--- src/rtl/burst_seq_pkg.sv ---
package burst_seq_pkg;
  localparam int BEAT_W = 2;
  typedef logic [BEAT_W-1:0] beat_t;
  typedef enum logic {ORD_INTERLEAVE = 1'b0, ORD_LINEAR = 1'b1} order_e;
  localparam beat_t LAST_BEAT = beat_t'((1 << BEAT_W) - 1);
endpackage

--- src/rtl/burst_beat_ctr.sv ---
module burst_beat_ctr
  import burst_seq_pkg::*;
(
  input  logic  clk,
  input  logic  rst,
  input  logic  load,
  input  logic  step,
  output beat_t beat_q,
  output beat_t beat_d
);
  always_comb begin
    beat_d = beat_q;
    if (load)      beat_d = '0;
    else if (step) beat_d = beat_q + beat_t'(1);
  end

  always_ff @(posedge clk) begin
    if (rst) beat_q <= '0;
    else     beat_q <= beat_d;
  end

  // stepping past the final beat returns to beat zero
  a_r6_wrap: assert property (@(posedge clk) disable iff (rst)
    (beat_q == LAST_BEAT && step && !load) |=> (beat_q == '0));
  // load wins over step
  a_r7_load_first: assert property (@(posedge clk) disable iff (rst)
    load |=> (beat_q == '0));
  // no load and no step leaves the beat alone
  a_r8_idle_hold: assert property (@(posedge clk) disable iff (rst)
    (!load && !step) |=> $stable(beat_q));
endmodule

--- src/rtl/burst_order_map.sv ---
module burst_order_map
  import burst_seq_pkg::*;
#(
  parameter bit LINEAR_EN = 1'b1
)(
  input  beat_t  start,
  input  beat_t  beat,
  input  order_e ord,
  output beat_t  low
);
  beat_t xor_low;
  assign xor_low = start ^ beat;

  generate
    if (LINEAR_EN) begin : g_both
      beat_t add_low;
      assign add_low = start + beat;
      assign low = (ord == ORD_LINEAR) ? add_low : xor_low;
    end else begin : g_xor_only
      assign low = xor_low;
    end
  endgenerate
endmodule

--- src/rtl/burst_seq_top.sv ---
module burst_seq_top
  import burst_seq_pkg::*;
#(
  parameter int AW = 20
)(
  input  logic          clk,
  input  logic          rst,
  input  logic          strb_proc,
  input  logic          strb_ctrl,
  input  logic [AW-1:0] ld_addr,
  input  logic          adv,
  input  logic          mode,
  output logic [AW-1:0] addr,
  output logic          last
);
  localparam int UW = AW - BEAT_W;

  logic          load;
  logic [UW-1:0] base_q, base_d;
  beat_t         start_q, start_d;
  order_e        ord_q, ord_d;
  beat_t         beat_q, beat_d, low_d;

  assign load = strb_proc | strb_ctrl;

  always_comb begin
    base_d  = base_q;
    start_d = start_q;
    ord_d   = ord_q;
    if (load) begin
      base_d  = ld_addr[AW-1:BEAT_W];
      start_d = ld_addr[BEAT_W-1:0];
      ord_d   = order_e'(mode);
    end
  end

  burst_beat_ctr u_ctr (
    .clk    (clk),
    .rst    (rst),
    .load   (load),
    .step   (adv),
    .beat_q (beat_q),
    .beat_d (beat_d)
  );

  burst_order_map #(.LINEAR_EN(1'b1)) u_map (
    .start (start_d),
    .beat  (beat_d),
    .ord   (ord_d),
    .low   (low_d)
  );

  always_ff @(posedge clk) begin
    if (rst) begin
      base_q  <= '0;
      start_q <= '0;
      ord_q   <= ORD_INTERLEAVE;
      addr    <= '0;
      last    <= 1'b0;
    end else begin
      base_q  <= base_d;
      start_q <= start_d;
      ord_q   <= ord_d;
      addr    <= {base_d, low_d};
      last    <= (beat_d == LAST_BEAT);
    end
  end

  // a strobe presents the sampled address on the next cycle
  a_r2_load_addr: assert property (@(posedge clk) disable iff (rst)
    load |=> (addr == $past(ld_addr) && !last));
  // upper bits are frozen between loads
  a_r5_upper_fixed: assert property (@(posedge clk) disable iff (rst)
    !load |=> $stable(addr[AW-1:BEAT_W]));
  // idle cycles keep the output
  a_r8_out_hold: assert property (@(posedge clk) disable iff (rst)
    (!load && !adv) |=> ($stable(addr) && $stable(last)));
  // flag tracks the counter in the separate module
  a_r9_last_beat: assert property (@(posedge clk) disable iff (rst)
    last == (beat_q == LAST_BEAT));
endmodule

--- config.mk ---
export PLATFORM = sky130hd
export DESIGN_NAME = burst_seq_top
export DESIGN_NICKNAME = d
export VERILOG_FILES = /design/src/rtl/burst_seq_pkg.sv /design/src/rtl/burst_beat_ctr.sv /design/src/rtl/burst_order_map.sv /design/src/rtl/burst_seq_top.sv
export SDC_FILE = /design/constraint.sdc
export NUM_CORES = 1
export LEC_CHECK = 0
export ABC_CLOCK_PERIOD_IN_PS = 2350
export CAP_MARGIN = 30
export CORE_MARGIN = 4
export CORE_UTILIZATION = 63
export CTS_BUF_LIST = sky130_fd_sc_hd__clkbuf_8
export DETAILED_ROUTE_END_ITERATION = 16
export DONT_BUFFER_PORTS = 1
export MAX_ROUTING_LAYER = met4
export PLACE_DENSITY_LB_ADDON = 0.12
export SLEW_MARGIN = 10
export SYNTH_ARGS = -nofsm -noshare
export SYNTH_HDL_FRONTEND = slang
export SYNTH_SLANG_ARGS = --single-unit
--- constraint.sdc ---
create_clock -name clk -period 2.35 [get_ports clk]
set_input_delay 0.3525 -clock clk [delete_from_list [all_inputs] [get_ports clk]]
set_output_delay 0.3525 -clock clk [all_outputs]
set_load 0.005 [all_outputs]
### Word level (Yosys, flattened, before mapping)

Cells that the tools add are included.
W data, S select, Z words.

| cells by class | value |
|---|---|
| add/sub/neg operators | 2 |
| mux-type cells | 6 |
| equal/unequal tests | 1 |
| bitwise operators | 2 |

Operators with widths:

| cell | number |
|---|---|
| $mux W18 | 1 |
| $mux W2 | 4 |
| $add A2 B1 Y2 const B | 1 |
| $add A2 B2 Y2 | 1 |
| $eq A2 B2 Y1 const B | 1 |
| $xor A2 B2 Y2 | 1 |
| $mux W1 | 1 |
| $or A1 B1 Y1 | 1 |

| word-level totals | value |
|---|---|
| word-level logic and storage cells | 17 |
| flip-flop bits (word level) | 44 |

### Longest topological paths before layout

| depth | value |
|---|---|
| word-level depth | 5 |
| mapped depth | 9 |
| gate-level depth less buffers | 8 |

### Modules after synthesis

Synthesis repeated with hierarchy kept, for this count alone.

| second synthesis, totals | value |
|---|---|
| cells, all modules | 119 |
| area, all modules | 1,082.3 µm² |

By module, submodules not included:

| module | seq. area each (µm²) | area an instance (µm²) | cells each | instances |
|---|---|---|---|---|
| burst_seq_top | 480.5 | 955.9 | 106 | 1 |
| burst_beat_ctr | 40.0 | 92.6 | 9 | 1 |
| burst_order_map | 0.0 | 33.8 | 4 | 1 |

### Worst setup path before layout

OpenSTA, ideal clock, no wires.

| path | value |
|---|---|
| path type | input to register |
| from | input port strb_ctrl |
| to | register addr[1] |
| arrival time | 1.725 ns |
| stages on the path | 9 |
| setup slack | 0.552 ns |
| data required time | 2.277 ns |
| path buffers | 2 |
| path through | or2_1 -> buf_2 -> buf_2 -> nor2_1 -> ha_1 -> nand2_1 -> or4_1 -> o31a_1 -> o211ai_2 |

| on the way | value |
|---|---|
| cells in the longest elaborated chain, start to end | 4 |
| elaborated cells on any way between the ends | 7 |
| those cells by class | add/sub (1); mux (4); bitwise (2) |

Ends and longest elaborated chain:

| item | line | RTL |
|---|---|---|
| start: declaration | burst_seq_top.sv:9 | `input logic strb_ctrl,` |
| $or A1 B1 Y1 | burst_seq_top.sv:24 | `assign load = strb_proc \| strb_ctrl;` |
| $mux W2 | burst_beat_ctr.sv:13 | `if (load) beat_d = '0;` |
| via beat_d[0] | burst_seq_top.sv:22 | `beat_t beat_q, beat_d, low_d;` |
| $add A2 B2 Y2 | burst_order_map.sv:17 | `assign add_low = start + beat;` |
| $mux W2 | burst_order_map.sv:18 | `assign low = (ord == ORD_LINEAR) ? add_low : xor_low;` |
| end signal: assignment | burst_seq_top.sv:64 | `addr <= {base_d, low_d};` |
| end: declaration | burst_seq_top.sv:13 | `output logic [AW-1:0] addr,` |

The timed path passes the listed nets, and every way through them passes these cells.
A chain may end at the register's enable or synchronous reset.

### Worst setup path in the final report

| path | value |
|---|---|
| from | register u_ctr.beat_q[0] |
| to | register addr[1] |

| on the way | value |
|---|---|
| cells in the longest elaborated chain, start to end | 5 |
| elaborated cells on any way between the ends | 6 |
| those cells by class | add/sub (2); mux (3); bitwise (1) |

Ends and longest elaborated chain:

| item | line | RTL |
|---|---|---|
| start: declaration | burst_beat_ctr.sv:8 | `output beat_t beat_q,` |
| start signal: assignment | burst_beat_ctr.sv:19 | `else beat_q <= beat_d;` |
| $add A2 B1 Y2 | burst_beat_ctr.sv:14 | `else if (step) beat_d = beat_q + beat_t'(1);` |
| $mux W2 * | burst_beat_ctr.sv:14 |  |
| $mux W2 * | burst_beat_ctr.sv:13 |  |
| via beat_d[0] | burst_seq_top.sv:22 |  |
| $add A2 B2 Y2 * | burst_order_map.sv:17 |  |
| $mux W2 * | burst_order_map.sv:18 |  |

Mark *: on every way through the listed nets, which the timed path passes. The rest lies on a longest branch.

==> flow_summary.ini <==
[status]
status = finished clean

[yosys]
synthAdderAreaFrac = 0.0127
synth_fp_nets = 146
syn_area_per_cell_um2 = 8.30
syn_inst = 119
synth_warnings = 0
synth_top_family_by_area = simple AND/OR/NAND/NOR gates
ys_top_cells_by_area = dfxtp_1, nand2_1, a21oi_1
synth_area_um2 = 987
post-synth-top-count-cell = nand2_1
synth_top_cell_area_share = 0.527
synthMuxAreaShare = 0.0101
synth_cell_types = 22
ys.flop_type = dfxtp_1
synth_compound_area_frac = 0.128
synth_edf_count = 0
ys_top_cells_by_count = nand2_1, dfxtp_1, a21oi_1, buf_2, clkbuf_1
ys_seq_area_frac = 0.527
yosys.area_share.simple = 0.243
async_flop_share = 0
ys_ff_latch = 26
synth_xor_xnor_area_share = 0.0355
yosysTopAreaCell = dfxtp_1

[worst_setup_path]
crit_buf_inv = 0
cp.required_ns = 2.55
crit_end = addr[1]$_SDFF_PP0_
r2r_start = u_ctr.beat_q[0]$_SDFF_PP0_
crit_chain = xnor2_1 > nor2_1 > ha_1 > nand2_1 > mux2i_1 > o31a_1 > o211ai_2
critical_path.max_fanout = 2
worst_path_max_delay_cell = dfxtp_1
cp-end-kind = flip-flop
reg2reg_slack_ns = 0.84
worstPathArrival_ns = 1.71
critPathLaunchType = flip-flop
crit_cells = 7
rr_endpoint = addr[1]$_SDFF_PP0_
crit_type = reg -> reg
worstSetupStartpoint = u_ctr.beat_q[0]$_SDFF_PP0_
cp_slowest_stage_delay_ns = 0.33
cp_top_family = compound AO/OA/AOI/OAI gates
ff2ff_path_depth = 7

[timing]
finalWorstPathRequiredPeriod_ns = 1.51
max_freq_mhz = 664
timing.hold.ws_ns = 0.143
drv_slew = 0
rsz0062_at_grt = no
hold_viol_final = 0
tns_ns = 0
max_slew_margin = 0.738
finalSetupViolations = 0
finalClockSkew_ns = 0.00565
worst_slew_pin_slew_ns = 0.392
timing.final.crit_share = 0.641

[job]
maxCapViolCount = 0

[clocking]
cts_tree = done
ctsLongestPathBuffers = 2
clkTransAtPathRegs_ns = 0.09
cts_setup_buffers = 0
holdBufCountCts = 0
ctsResizeCount = 0
cts_root_buf = clkbuf_8
insertion_delay_ns = 0.27
cts-htree-levels = 1
cts_sinks = 26
cts_buffers = 3

[pwr]
swShare = 0.205
switchingPower_mw = 0.185
ir_drop_v = 0.000616
p_leak_nw = 0.429
power_frac_seq = 0.536
combPwrFrac = 0.061
p_int_mw = 0.718
powerDensity_nw_per_um2 = 859
clockPowerShare = 0.403

[placement]
gp_congestion = 0.746
port-buffer-count = 0
hpwlAfterDp_um = 1350

[routing]
dr.pass1.iters = 4
ant_nets = 0
drcViolationCount = 0
avgRoutedWirePerCell_um = 14.5
route.vias.total = 735
drt_iter0_drc = 9
vias_per_cell = 5.53
totalWireLength_um = 1930

[global_route]
use_met2 = 0.275
grt_max_degree = 29
antenna_found_initial = 0
overflow = 0
grt_pass1_wl_um = 2770
grt_pass1_vias = 622
grt_util_met3 = 0.0602
grt_usage = 0.189
grt_use_met1 = 0.219
grt_busiest_layer = met2

[final_layout]
nets = 145
fillers = 125
area_delta_synth_final_pct = 6.46
layout-drive-gt1-share = 0.0769
seq_area_um2 = 520
multi_input_comb_area_um2 = 424
antenna_cells = 0

[floorplanning]
start_util = 0.663
rows = 14
dieHeight_um = 47.6
dieArea_um2 = 2260
ios = 47
core_um2 = 1490
die_w_um = 47.6

[worst_hold_path]
worstHoldPathType = in -> reg
==> cell type report <==
class / count / share of cell area
sequential: 26 / 0.495
multi-input combinational: 85 / 0.404
clock buffer: 3 / 0.0393
clock inverter: 1 / 0.0286
tap: 16 / 0.0190
timing repair buffer: 2 / 0.0143
==> layout by cell type (no fill, tap or decap), drive strengths merged <==
cell    instances
nor3            2
or2             1
buf             2
o211ai          1
xor2            2
nor2            2
nor2b           1
ha              1
o31a            1
nand4b          1
a21oi          21
dfxtp          26
nand3b          1
clkbuf          3
nand2          46
or4             1
xnor2           2
and2            1
mux2i           1
bufinv          1
==> logic make-up after synthesis <==
| family | Yosys count |
|---|---|
| compound gates | 23 |
| simple gates | 56 |
| fa+ha+maj | 1 |
| mux | 1 |
| flops | 26 |
| buf+inv | 8 |
| xor+xnor | 4 |
==> how the worst min path moves through the flow <==
stage               cells after the start                     to              from  slack [ns]
floorplan                               2       ord_q$_SDFF_PP0_  ord_q$_SDFF_PP0_        0.43
global placement                        1  addr[15]$_SDFFE_PP0N_               rst        0.42
detailed placement                      1  addr[15]$_SDFFE_PP0N_               rst        0.43
CTS                                     1   addr[9]$_SDFFE_PP0N_               rst        0.13
global route                            1   addr[9]$_SDFFE_PP0N_               rst        0.12
finish                                  1  start_q[1]$_SDFF_PP0_               rst        0.14
==> state kept, by name, summed over array words and instances (netlist names) <==
register / count
addr: 20
last: 1
u_ctr.beat_q: 2
start_q: 2
ord_q: 1
==> power by group through the flow <==
stage / clock [mW] / combinational (mW) / sequential (mW)
final: 0.364 / 0.0553 / 0.483
after global routing: 0.390 / 0.0635 / 0.487
after CTS: 0.370 / 0.0559 / 0.484
after detailed placement: 0 / 0.0558 / 0.494
after global placement: 0 / 0.0526 / 0.494
after floorplan: 0 / 0.0543 / 0.490
==> routing by layer <==
metal  routed length [um]  vias to the layer above
met4                   25                        0
met5                    0                        -
li1                     -                      381
met2                  951                       24
met3                  152                        2
met1                  804                      328
==> stage by stage <==
step	utilization	power, mW	std cells	cell area [um^2]	setup slack, ns
floorplan	-	0.544	119	987	0.552
global route	0.706	0.940	133	1050	0.721
global placement	0.658	0.546	129	980	0.612
detailed placement	0.658	0.550	129	980	0.558
CTS	0.706	0.910	133	1050	0.831
finish	0.706	0.903	133	1050	0.843
Note: power is estimated with default switching activity, not from simulation.
